`config.mk`:
```
export PLATFORM = sky130hd
export DESIGN_NAME = tfc_top
export DESIGN_NICKNAME = d
export VERILOG_FILES = /design/src/rtl/tfc_pkg.sv /design/src/rtl/tfc_regs.sv /design/src/rtl/tfc_ident_rom.sv /design/src/rtl/tfc_fsm.sv /design/src/rtl/tfc_top.sv
export SDC_FILE = /design/constraint.sdc
export NUM_CORES = 1
export LEC_CHECK = 0
export ABC_AREA = 1
export ABC_CLOCK_PERIOD_IN_PS = 5200
export BUFFER_PORTS_ARGS = -buffer_cell sky130_fd_sc_hd__buf_2
export CAP_MARGIN = 40
export CORE_UTILIZATION = 54
export DETAILED_ROUTE_END_ITERATION = 16
export PLACE_DENSITY = 0.8
export REMOVE_ABC_BUFFERS = 1
export SLEW_MARGIN = 40
export SYNTH_ARGS = -nofsm -noshare
export SYNTH_HDL_FRONTEND = slang
export SYNTH_SLANG_ARGS = --single-unit
```
`constraint.sdc`:
```
create_clock -name clk -period 5.2 [get_ports clk]
set_input_delay 0.52 -clock clk [delete_from_list [all_inputs] [get_ports clk]]
set_output_delay 0.52 -clock clk [all_outputs]
set_load 0.005 [all_outputs]
```
`src/rtl/tfc_pkg.sv`:
```
package tfc_pkg;
    typedef enum logic [1:0] {
        ST_IDLE  = 2'd0,
        ST_IDENT = 2'd1,
        ST_FLUSH = 2'd2,
        ST_DMA   = 2'd3
    } tfc_state_t;

    localparam logic [2:0] OFS_DATA  = 3'd0;
    localparam logic [2:0] OFS_COUNT = 3'd2;
    localparam logic [2:0] OFS_LBA0  = 3'd3;
    localparam logic [2:0] OFS_LBA1  = 3'd4;
    localparam logic [2:0] OFS_LBA2  = 3'd5;
    localparam logic [2:0] OFS_DEVHD = 3'd6;
    localparam logic [2:0] OFS_STCMD = 3'd7;

    localparam logic [7:0] OP_IDENT = 8'hEC;
    localparam logic [7:0] OP_FLUSH = 8'hE7;
    localparam logic [7:0] OP_RDDMA = 8'hC8;
    localparam logic [7:0] OP_WRDMA = 8'hCA;
endpackage

```
`src/rtl/tfc_regs.sv`:
```
module tfc_regs (
    input  logic        clk,
    input  logic        rst_n,
    input  logic        wr_en,
    input  logic [2:0]  wr_ofs,
    input  logic [7:0]  wr_byte,
    output logic [7:0]  count_q,
    output logic [23:0] lba_q,
    output logic [7:0]  devhd_q
);
    import tfc_pkg::*;

    always_ff @(posedge clk) begin
        if (!rst_n) begin
            count_q <= '0;
            lba_q   <= '0;
            devhd_q <= '0;
        end else if (wr_en) begin
            unique case (wr_ofs)
                OFS_COUNT: count_q       <= wr_byte;
                OFS_LBA0:  lba_q[7:0]    <= wr_byte;
                OFS_LBA1:  lba_q[15:8]   <= wr_byte;
                OFS_LBA2:  lba_q[23:16]  <= wr_byte;
                OFS_DEVHD: devhd_q       <= wr_byte;
                default: ;
            endcase
        end
    end
endmodule

```
`src/rtl/tfc_ident_rom.sv`:
```
module tfc_ident_rom #(
    parameter int          IDX_W       = 8,
    parameter logic [159:0] SERIAL_STR = "TFC-UNIT-0000000042 ",
    parameter logic [63:0]  VERSION_STR = "REV-1.0 "
) (
    input  logic [IDX_W-1:0] idx,
    output logic [15:0]      word
);
    localparam int SER_FIRST = 10;
    localparam int SER_WORDS = 10;
    localparam int VER_FIRST = 23;
    localparam int VER_WORDS = 4;
    localparam int CACHE_WRD = 85;

    always_comb begin
        int n;
        n = int'(idx);
        word = 16'h0000;
        if (n >= SER_FIRST && n < SER_FIRST + SER_WORDS)
            word = SERIAL_STR[159 - 16*(n - SER_FIRST) -: 16];
        else if (n >= VER_FIRST && n < VER_FIRST + VER_WORDS)
            word = VERSION_STR[63 - 16*(n - VER_FIRST) -: 16];
        else if (n == CACHE_WRD)
            word = 16'h0020;
    end
endmodule

```
`src/rtl/tfc_fsm.sv`:
```
module tfc_fsm #(
    parameter int IDENT_WORDS = 256,
    localparam int IDX_W = $clog2(IDENT_WORDS)
) (
    input  logic             clk,
    input  logic             rst_n,
    input  logic             cmd_we,
    input  logic [7:0]       cmd_code,
    input  logic             data_rd,
    input  logic             stat_rd,
    input  logic             flush_done,
    input  logic             dma_done,
    output logic             bsy,
    output logic             drq,
    output logic             err,
    output logic             irq,
    output logic             dma_req,
    output logic             dma_to_mem,
    output logic [IDX_W-1:0] word_idx
);
    import tfc_pkg::*;

    tfc_state_t       state_q, state_d;
    logic [IDX_W-1:0] idx_q, idx_d;
    logic             err_q, err_d, irq_q, irq_set, dir_q, dir_d;
    logic             accept;

    assign accept = cmd_we && (state_q == ST_IDLE);

    always_comb begin
        state_d = state_q;
        idx_d   = idx_q;
        err_d   = err_q;
        dir_d   = dir_q;
        irq_set = 1'b0;
        unique case (state_q)
            ST_IDLE: if (accept) begin
                err_d = 1'b0;
                unique case (cmd_code)
                    OP_IDENT: begin state_d = ST_IDENT; idx_d = '0; irq_set = 1'b1; end
                    OP_FLUSH: state_d = ST_FLUSH;
                    OP_RDDMA: begin state_d = ST_DMA; dir_d = 1'b1; end
                    OP_WRDMA: begin state_d = ST_DMA; dir_d = 1'b0; end
                    default:  begin err_d = 1'b1; irq_set = 1'b1; end
                endcase
            end
            ST_IDENT: if (data_rd) begin
                if (idx_q == IDX_W'(IDENT_WORDS - 1)) begin
                    state_d = ST_IDLE;
                    idx_d   = '0;
                end else begin
                    idx_d = idx_q + 1'b1;
                end
            end
            ST_FLUSH: if (flush_done) begin state_d = ST_IDLE; irq_set = 1'b1; end
            ST_DMA:   if (dma_done)   begin state_d = ST_IDLE; irq_set = 1'b1; end
            default: state_d = ST_IDLE;
        endcase
    end

    always_ff @(posedge clk) begin
        if (!rst_n) begin
            state_q <= ST_IDLE;
            idx_q   <= '0;
            err_q   <= 1'b0;
            dir_q   <= 1'b0;
            irq_q   <= 1'b0;
        end else begin
            state_q <= state_d;
            idx_q   <= idx_d;
            err_q   <= err_d;
            dir_q   <= dir_d;
            irq_q   <= irq_set ? 1'b1 : (stat_rd ? 1'b0 : irq_q);
        end
    end

    always_comb begin
        bsy        = (state_q == ST_FLUSH) || (state_q == ST_DMA);
        drq        = (state_q == ST_IDENT);
        err        = err_q;
        irq        = irq_q;
        dma_req    = (state_q == ST_DMA);
        dma_to_mem = dir_q;
        word_idx   = idx_q;
    end

    AST_BSY_DRQ_EXCL: assert property (@(posedge clk) disable iff (!rst_n)
        !(bsy && drq));
    AST_FLUSH_HOLD: assert property (@(posedge clk) disable iff (!rst_n)
        (state_q == ST_FLUSH && !flush_done) |=> bsy);
    AST_DMA_HOLD: assert property (@(posedge clk) disable iff (!rst_n)
        (dma_req && !dma_done) |=> (dma_req && $stable(dma_to_mem)));
    AST_DMA_DONE_IRQ: assert property (@(posedge clk) disable iff (!rst_n)
        (dma_req && dma_done) |=> (!dma_req && irq));
    AST_STAT_CLR: assert property (@(posedge clk) disable iff (!rst_n)
        (stat_rd && state_q == ST_IDLE && !cmd_we) |=> !irq);
    AST_BUSY_IGNORE: assert property (@(posedge clk) disable iff (!rst_n)
        (cmd_we && bsy && !flush_done && !dma_done) |=> (bsy && $stable(err)));
    AST_LAST_WORD: assert property (@(posedge clk) disable iff (!rst_n)
        (drq && data_rd && idx_q == IDX_W'(IDENT_WORDS - 1)) |=> !drq);
endmodule

```
`src/rtl/tfc_top.sv`:
```
module tfc_top #(
    parameter int           IDENT_WORDS = 256,
    parameter logic [159:0] SERIAL_STR  = "TFC-UNIT-0000000042 ",
    parameter logic [63:0]  VERSION_STR = "REV-1.0 "
) (
    input  logic        clk,
    input  logic        rst_n,
    input  logic [2:0]  bus_addr,
    input  logic        bus_rd,
    input  logic        bus_wr,
    input  logic [15:0] bus_wdata,
    output logic [15:0] bus_rdata,
    input  logic        flush_done,
    input  logic        dma_done,
    output logic        dma_req,
    output logic        dma_to_mem,
    output logic [7:0]  xfer_count,
    output logic [23:0] xfer_lba,
    output logic        irq
);
    import tfc_pkg::*;
    localparam int IDX_W = $clog2(IDENT_WORDS);

    logic [7:0]       count_q, devhd_q, status;
    logic [23:0]      lba_q;
    logic [IDX_W-1:0] word_idx;
    logic [15:0]      id_word;
    logic             bsy, drq, err;

    tfc_regs u_regs (
        .clk(clk), .rst_n(rst_n),
        .wr_en(bus_wr), .wr_ofs(bus_addr), .wr_byte(bus_wdata[7:0]),
        .count_q(count_q), .lba_q(lba_q), .devhd_q(devhd_q)
    );

    tfc_fsm #(.IDENT_WORDS(IDENT_WORDS)) u_fsm (
        .clk(clk), .rst_n(rst_n),
        .cmd_we(bus_wr && bus_addr == OFS_STCMD),
        .cmd_code(bus_wdata[7:0]),
        .data_rd(bus_rd && bus_addr == OFS_DATA),
        .stat_rd(bus_rd && bus_addr == OFS_STCMD),
        .flush_done(flush_done), .dma_done(dma_done),
        .bsy(bsy), .drq(drq), .err(err), .irq(irq),
        .dma_req(dma_req), .dma_to_mem(dma_to_mem), .word_idx(word_idx)
    );

    tfc_ident_rom #(.IDX_W(IDX_W), .SERIAL_STR(SERIAL_STR), .VERSION_STR(VERSION_STR)) u_rom (
        .idx(word_idx), .word(id_word)
    );

    assign status     = {bsy, 1'b1, 1'b0, 1'b0, drq, 2'b00, err};
    assign xfer_count = count_q;
    assign xfer_lba   = lba_q;

    always_comb begin
        unique case (bus_addr)
            OFS_DATA:  bus_rdata = drq ? id_word : 16'h0000;
            OFS_COUNT: bus_rdata = {8'h00, count_q};
            OFS_LBA0:  bus_rdata = {8'h00, lba_q[7:0]};
            OFS_LBA1:  bus_rdata = {8'h00, lba_q[15:8]};
            OFS_LBA2:  bus_rdata = {8'h00, lba_q[23:16]};
            OFS_DEVHD: bus_rdata = {8'h00, devhd_q};
            OFS_STCMD: bus_rdata = {8'h00, status};
            default:   bus_rdata = 16'h0000;
        endcase
    end

    AST_STATUS_DRDY: assert property (@(posedge clk) disable iff (!rst_n)
        (bus_addr == OFS_STCMD) |-> (bus_rdata[6] && !bus_rdata[5]));
    AST_XFER_TRACK: assert property (@(posedge clk) disable iff (!rst_n)
        (bus_wr && bus_addr == OFS_COUNT) |=> (xfer_count == $past(bus_wdata[7:0])));
endmodule

```
======== Word level (Yosys, flattened, before mapping) ========
Index checks and enable logic that the tools add are counted.
word-level totals
  logic and storage cells ................. 93
  output and inout bits ................... 51
  bits of input ports ..................... 25
  flip-flop bits (word level) ............. 53
cells by class
  shifts and indexed selects .............. 2
  eq/ne operators ......................... 22
  muxes and demuxes ....................... 26
  reductions and logical operators ........ 24
  add/sub/neg operators ................... 5
  magnitude comparators ................... 4
operators by type and width
  kind                        number
  $shiftx 175x32->16 const A  1
  $pmux 16 s7                 1
  $shiftx 79x32->16 const A   1
  $eq 8x8->1 const B          6
  $mux 16                     3
  $mux 8                      4
  $sub 7x32->32 const A       1
  $sub 9x32->32 const A       1
  $lt 8x5->1 const B          2
  $pmux 8 s2                  1
  $eq 3x3->1 const B          4
  $reduce_and 2->1            6
  $mux 2                      5
  $sub 8x4->9 const B         1
  $sub 8x5->9 const B         1
  $add 8x1->8 const B         1
  $ge 8x4->1 const B          1
  $ge 8x5->1 const B          1
  $pmux 2 s4                  1
  $mux 1                      7
  $eq 3x2->1 const B          2
  $logic_and 1x1->1           6
  $mux 6                      1
  $ne 2x1->1 const B          3
  17 further kinds            22

======== Longest topological paths before layout ========
Gate-level depths: netlist of the first run.
  depth in word-level cells ............... 7
  depth in mapped cells ................... 20
  gate-level depth less buffers ........... 20

======== Modules after synthesis ========
From an unflattened synthesis of the first run, not the netlist that was laid out.
unflattened totals
  cell total of the unflattened synthesis .. 692
  area, all modules ....................... 4086.4 µm²
modules (own cells, without submodules)
  module         area an instance (µm²)  times used  cells each  seq. area each (µm²)
  tfc_regs       1642.8                  1           237         800.8
  tfc_fsm        875.8                   1           146         260.2
  tfc_ident_rom  855.8                   1           155         0.0
  tfc_top        711.9                   1           154         0.0

======== Least setup slack after synthesis of the first run ========
OpenSTA, ideal clock, no wires.
  kind .................................... flip-flop to output port
  start point ............................. reg u_fsm.idx_q[1], in the netlist u_fsm.word_idx[1]
  end point ............................... out bus_rdata[6]
  data required time ...................... 4680 ps
  cell stages (with the launch flop) ...... 17
  data arrival time ....................... 1884 ps
  path buffers ............................ 0
  setup slack ............................. 2796 ps
  cell sequence ........................... dfxtp_1 -> ha_1 -> nand2_2 -> inv_2 -> nor2_2 -> inv_1 -> ha_1 -> or2_1 -> nor2_2 -> nand2_1 -> nand2_2 -> nand2_4 -> clkinv_4 -> nand2_4 -> inv_2 -> nand2_1 -> nand2_1
between the ends
  cells in the longest elaborated chain, start to end .. 7
  elaborated cells on any way between the ends .. 16
  those cells by class .................... add/sub: 4; order compare: 4; shift: 2; mux: 4; reduce/logical: 2
RTL lines
  what                    RTL line             text
  start, declared         tfc_fsm.sv:24        logic [IDX_W-1:0] idx_q, idx_d;
  start signal, assigned  tfc_fsm.sv:70        idx_q <= idx_d;
  $sub 8x5->9             tfc_ident_rom.sv:22  word = VERSION_STR[63 - 16*(n - VER_FIRST) -: 16];
  $sub 7x32->32           tfc_ident_rom.sv:22
  $shiftx 79x32->16       tfc_ident_rom.sv:22
  $mux 16                 tfc_ident_rom.sv:21  else if (n >= VER_FIRST && n < VER_FIRST + VER_WORDS)
  $mux 16 (*)             tfc_ident_rom.sv:19  if (n >= SER_FIRST && n < SER_FIRST + SER_WORDS)
  $mux 16 (*)             tfc_top.sv:57        OFS_DATA: bus_rdata = drq ? id_word : 16'h0000;
  $pmux 16 s7 (*)         tfc_top.sv:56        unique case (bus_addr)
  end, declared           tfc_top.sv:12        output logic [15:0] bus_rdata,
Every way passes the cells marked *; elsewhere a longest branch is shown, timed or not.

======== Worst setup path after layout of the first run ========
  start point ............................. reg u_fsm.idx_q[1], in the netlist u_fsm.word_idx[1]
  end point ............................... out bus_rdata[1]
The elaborated chain is that of the path after synthesis.

==> results of run 1 <==
[cells by family after synthesis]
kind of cell	Yosys count	synth area share, %
AND/OR/NAND/NOR	201	28.7
AO/OA/AOI/OAI	131	22.2
XOR/XNOR	4	1.06
buffers and inverters	99	13.1
flip-flops	53	32.2
adder cells (fa/ha/maj)	7	2.66
other	1	0.114
[layout make-up]
cell class | count | share of cell area, %
tap | 75 | 2.54
multi-input combinational | 344 | 48.7
clock inverter | 1 | 0.203
timing repair buffer | 66 | 8.94
clock buffer | 6 | 2.24
inverter | 82 | 8.64
sequential | 53 | 28.7
[registers in the layout (all words and copies together) (netlist names)]
register,count
u_regs.lba_q,24
u_fsm.word_idx,8
u_regs.count_q,8
u_regs.devhd_q,8
u_fsm.state_q,2
u_fsm.dma_to_mem,1
u_fsm.err,1
u_fsm.irq,1
[placed cells by master, fill, tap and decap left out, types with 6 or more instances in the layout]
| master | instances |
|---|---|
| a21oi_1 | 52 |
| buf_2 | 66 |
| clkbuf_8 | 6 |
| dfxtp_1 | 53 |
| ha_1 | 7 |
| inv_1 | 68 |
| inv_2 | 11 |
| nand2_1 | 82 |
| nand2_2 | 9 |
| nand3_1 | 31 |
| nand4_1 | 10 |
| nor2_1 | 40 |
| nor3_1 | 9 |
| o21ai_0 | 46 |
| o21ai_1 | 6 |
| o22ai_1 | 9 |
[routing by layer]
metal / GRT usage [%] / routed length [µm] / part of all wire (%) / vias to the layer above
met4: 8.39 / 152 / 1.7 / 0
met2: 50.3 / 4330 / 49 / 127
met3: 4.66 / 600 / 6.8 / 14
met1: 34.0 / 3790 / 43 / 1541
met5: 0 / 0 / 0 / -
li1: - / - / - / 1757
[worst max-delay path by stage]
stage,end,slack [ns]
2_1_floorplan,bus_rdata[6],2.62
3_3_place_gp,bus_rdata[1],2.17
3_5_place_dp,bus_rdata[1],2.12
4_1_cts,bus_rdata[1],1.78
5_1_grt,bus_rdata[1],1.56
6_report,bus_rdata[1],1.78
[worst register-to-register path, stage by stage (launching register included)]
cell	delay, ns
dfxtp_1	0.69
ha_1	0.29
nand2_2	0.11
nor3_1	0.24
nand3_1	0.11
nand2_1	0.07
inv_1	0.06
o21ai_1	0.35
nor2_1	0.09
[per-stage QoR]
stage / setup slack [ns] / cells / cell area (µm²) / util, % / power (mW)
global route: 1.56 / 627 / 3690 / 62.8 / 0.760
finish: 1.78 / 627 / 3690 / 62.8 / 0.734
global placement: 2.17 / 620 / 3600 / 61.2 / 0.503
floorplan: 2.62 / 479 / 3180 / - / 0.466
detailed placement: 2.12 / 620 / 3600 / 61.2 / 0.505
CTS: 1.78 / 627 / 3690 / 62.8 / 0.733
[power by group]
group / total (mW) / internal, mW / switching, mW
clock: 0.238 / 0.106 / 0.132
sequential: 0.423 / 0.417 / 0.00597
combinational: 0.0740 / 0.0247 / 0.0492
total: 0.734 / 0.547 / 0.187
[synth_stat cells (all sizes together)]
cell type,instances
a22oi,1
dfxtp,53
conb,1
clkinv,2
nand4,10
nor4,2
nand3,35
buf,13
a221oi,2
o21ai,53
o211ai,3
a211oi,5
inv,80
a21oi,53
or2,2
nor3,11
a2111oi,2
nor2,46
ha,7
clkbuf,4
o21bai,1
and3,1
o22ai,9
nand2,94
xor2,4
o221ai,2
==> summary.txt, run 1 <==
Synth
  • Ys Warns: 0
  • Top post-synthesis cells by area: dfxtp_1, nand2_1, a21oi_1, inv_1, o21ai_0
  • Mapped Area: 3290 µm²
  • Syn Inst Count: 496
  • Register bit total from synthesis: 53
  • Post-synth top area share: 32.2%
  • Unique masters post-synth: 42
  • Register area share after synthesis: 32.2%
  • Mean Syn Cell Area: 6.64 µm²
  • Area leader, netlist: dfxtp_1

Critical path
  • Reg2Reg Setup Slack: 3.07 ns
  • Setup crit start: u_fsm.word_idx[1]
  • Worst EP required: 4.68 ns
  • End of the worst register-to-register path: u_fsm.word_idx[7]
  • CP endpoint kind: output port
  • Crit Path Category: reg -> out
  • Crit start category: register
  • CP Max Fanout: 14
  • Slowest-stage cell, CP: dfxtp_1
  • CP delay by family, top: simple AND/OR/NAND/NOR gates
  • WP data arrival: 2.90 ns
  • Crit path cell chain: ha_1 -> nor2_1 -> nor2_2 -> inv_1 -> ha_1 -> or2_1 -> nor2_2 -> nand2_1 -> nand2_2 -> nand2_4 -> nor2_2 -> nand3_1 -> nand2_1 -> buf_2
  • Worst path bufs/invs: 2
  • CP dominant cell by count: nor2_2
  • FF-to-FF path depth: 8
  • Max stage delay on crit path: 0.69 ns
  • Critical path depth in cells: 14
  • R2R Path Start: u_fsm.word_idx[1]

Power and ir drop
  • Pwr per Cell Area: 199 nW/µm²
  • Pleak: 1.77 nW
  • Worst VDD drop: 0.200 mV

Final layout
  • Share of cells above drive strength 1: 20.7%
  • Antenna diode count: 0
  • Register Area: 1060 µm²
  • Multi-input gate area in the final layout: 1800 µm²
  • Filler cell count: 551
  • Count of nets after finishing: 584
  • Layout area overhead: 12.2%

CTS
  • Htree depth: 2
  • Post-CTS Hold Buffers: 0
  • TritonCTS clock tree: done
  • Later-pin clock latency in the skew report: 0.30 ns
  • Worst-path clk slew: 0.09 ns
  • CTS Root Cell: clkbuf_8
  • # Post-CTS Setup Buffers: 0
  • Num CTS Buffers: 5
  • Gates resized, CTS repair: 0
  • Clk sinks: 53
  • Clock Path Buffers: 2

Job
  • Maxcap violations: 0

Global routing
  • Vias in the first global route: 3047
  • GRT Resource Usage Total: 28.0%
  • Initial antenna violation count: 0
  • First-pass GRT wire length: 13.9 mm
  • Largest net degree at the start of global routing: 42
  • Grt total ovfl: 0

Die
  • Ports: 76
  • Starting Density: 56.0%
  • Die span in y: 80.1 µm
  • Die extent in x: 80.1 µm
  • Die ar.: 6410 µm²
  • Row count: 28
  • Core area: 5890 µm²

Detailed routing
  • Post-route DRC: 0
  • Via count: 3439
  • Routed Antenna Nets: 0
  • TritonRoute pass-1 iters: 7
  • DRT iter0 DRCs: 147
  • Avg Vias per Cell: 5.48
  • DRT Wirelength: 8.87 mm
  • Drt wl/cell: 14.1 µm

STA
  • Final setup fails: 0
  • Min Tclk post-route: 3.42 ns
  • Final period util: 65.8%
  • Fin Hold WS: 0.464 ns
  • Max frequency: 0.292 GHz
  • Max-slew headroom: 46.7%
  • Unrepaired setup endpoints after global routing: no
  • Clock Skews: 0.00829 ns
  • Slew @ Worst Pin: 0.780 ns
  • Final slew viol count: 0
  • Endpoints failing hold: 0
  • Setup TNS: 0 ns

Outcome
  • Status: completed

Min path
  • End of the worst hold path: u_regs.devhd_q[3]
  • Hold Startpoint: u_regs.devhd_q[3]
  • Min-Delay Path Class: reg -> reg
  • Hold depth: 2

Place
  • Hpwl dp: 6.67 mm
  • PortBufs: 66
  • Placer Congestion: 0.923
Power figures use the tool's default switching activity.
==> inputs of run 2 (changes only) <==
--- a/config.mk
+++ b/config.mk
@@ -6,12 +6,12 @@
 export NUM_CORES = 1
 export LEC_CHECK = 0
 export ABC_AREA = 1
-export ABC_CLOCK_PERIOD_IN_PS = 5200
+export ABC_CLOCK_PERIOD_IN_PS = 2900
 export BUFFER_PORTS_ARGS = -buffer_cell sky130_fd_sc_hd__buf_2
 export CAP_MARGIN = 40
-export CORE_UTILIZATION = 54
+export CORE_UTILIZATION = 49
 export DETAILED_ROUTE_END_ITERATION = 16
-export PLACE_DENSITY = 0.8
+export PLACE_DENSITY = 0.77
 export REMOVE_ABC_BUFFERS = 1
 export SLEW_MARGIN = 40
 export SYNTH_ARGS = -nofsm -noshare
==> constraint.sdc (replaced) <==
create_clock -name clk -period 2.9 [get_ports clk]
set_input_delay 0.29 -clock clk [delete_from_list [all_inputs] [get_ports clk]]
set_output_delay 0.29 -clock clk [all_outputs]
set_load 0.005 [all_outputs]
==> summary.txt, run 2 (synthesized netlist as in run 1, its figures left out) <==
Critical path
  • WP data arrival: 2.43 ns
  • Crit path cell chain: ha_1 -> nand2_2 -> xor2_1 -> inv_1 -> ha_2 -> or2_1 -> nor2_2 -> nand2_1 -> nand2_2 -> nand2_4 -> nor2_2 -> nand3_1 -> nand2_1 -> buf_2
  • FF-to-FF path depth: 9
  • Max stage delay on crit path: 0.37 ns
  • Crit start category: register
  • Worst EP required: 2.61 ns
  • Slowest-stage cell, CP: dfxtp_4
  • CP delay by family, top: simple AND/OR/NAND/NOR gates
  • Crit Path Category: reg -> out
  • CP endpoint kind: output port
  • CP Max Fanout: 5
  • Worst path bufs/invs: 2
  • Critical path depth in cells: 14

Place
  • Placer Congestion: 0.983
  • DP Worst Slack: 0.449 ns
  • Placement Cell Area: 3640 µm²
  • Hpwl dp: 6.79 mm
  • Placed insts: 626
  • PortBufs: 66

Final layout
  • Filler cell count: 628
  • Layout area overhead: 14.9%
  • Max reg flops: 24
  • Antenna diode count: 0
  • Final core utilization: 58.9%
  • Layout Cells excl Fill: 635
  • Commonest non-fill, non-tap cell in the layout: nand2_1
  • Register Area: 1070 µm²
  • Non-Filler Cell Area, Final: 3780 µm²
  • Share of cells above drive strength 1: 22.9%
  • Top reg by flops: u_regs.lba_q
  • Count of nets after finishing: 589
  • Multi-input gate area in the final layout: 1820 µm²
  • Most frequent cells in the layout: nand2_1, inv_1, buf_2

Outcome
  • Violated checks: design-rule violations
  • Status: finished, violations left

Detailed routing
  • Drt wl/cell: 14.3 µm
  • Avg Vias per Cell: 5.58
  • Via count: 3544
  • TritonRoute pass-1 iters: 11
  • DRT iter0 DRCs: 231
  • DRT Wirelength: 9.07 mm
  • Routed Antenna Nets: 0
  • Post-route DRC: 4

Die
  • Starting Density: 51.3%
  • Die span in y: 84.0 µm
  • Row count: 29
  • Ports: 76
  • Core area: 6420 µm²
  • Die ar.: 7050 µm²
  • Die extent in x: 84.0 µm

Global routing
  • GRT Resource Usage Total: 26.1%
  • Vias in the first global route: 3153
  • Initial antenna violation count: 0
  • First-pass GRT wire length: 14.8 mm
  • Grt total ovfl: 0
  • Largest net degree at the start of global routing: 42

STA
  • Final setup fails: 0
  • PnR worst setup slack: 0.176 ns
  • Final slew viol count: 0
  • Slew @ Worst Pin: 0.780 ns
  • Final period util: 93.9%
  • Min Tclk post-route: 2.72 ns
  • Max-slew headroom: 46.6%
  • Endpoints failing hold: 0
  • Clock Skews: 0.00105 ns
  • Max frequency: 0.367 GHz

Power and ir drop
  • Tot Pwr: 1.39 mW
  • Pwr per Cell Area: 368 nW/µm²
  • Worst VDD drop: 0.271 mV
  • Pleak: 1.81 nW

CTS
  • Later-pin clock latency in the skew report: 0.30 ns
  • Clock Path Buffers: 2
  • Num CTS Buffers: 5
  • TritonCTS clock tree: done
  • CTS Root Cell: clkbuf_8
  • Clk sinks: 53
  • Worst-path clk slew: 0.09 ns
  • Post-CTS Hold Buffers: 0
  • Htree depth: 2

Job
  • Maxcap violations: 0

Min path
  • Hold depth: 2
  • Min-Delay Path Class: in -> reg
## run 2: layout make-up
type	instances	share of cell area (%)
clock buffer	6	1.92
clock inverter	2	1.02
timing repair buffer	71	9.72
inverter	82	8.43
sequential	53	28.2
multi-input combinational	344	48.2
tap	77	2.55
## run 2: where the power goes
group	switching, mW	internal, mW
Sequential	0.0105	0.746
Combinational	0.0886	0.0451
Clock	0.245	0.259
Total	0.344	1.05
## run 2: stage by stage
stage | hold WS [ns] | setup TNS, ns
after CTS | 0.262 | 0
after floorplan | 0.379 | 0
after global routing | 0.275 | -0.0386
after global placement | 0.441 | 0
final | 0.270 | 0
after detailed placement | 0.448 | 0
## run 2: per-layer routing
| metal | routed length (µm) | share of wire, % | GRT usage, % |
|---|---|---|---|
| met3 | 606 | 6.7 | 3.26 |
| met2 | 4430 | 49 | 45.5 |
| met1 | 3830 | 42 | 33.2 |
| met5 | 0 | 0 | 0 |
| met4 | 205 | 2.3 | 8.62 |
## run 2: path summary, 6_finish.rpt
| check | startpoint | end | slack (ns) |
|---|---|---|---|
| min reg2reg | u_regs.devhd_q[0] | u_regs.devhd_q[0] | 0.46 |
| min | bus_wdata[1] | u_fsm.dma_to_mem | 0.27 |
| max reg2reg | u_fsm.word_idx[1] | u_fsm.word_idx[0] | 1.06 |
| max | u_fsm.word_idx[1] | bus_rdata[1] | 0.18 |
## run 2: timing repair
action,4_1_cts,5_1_grt
setup buffers,0,1
resized for setup,0,11
setup endpoints to repair,0,12
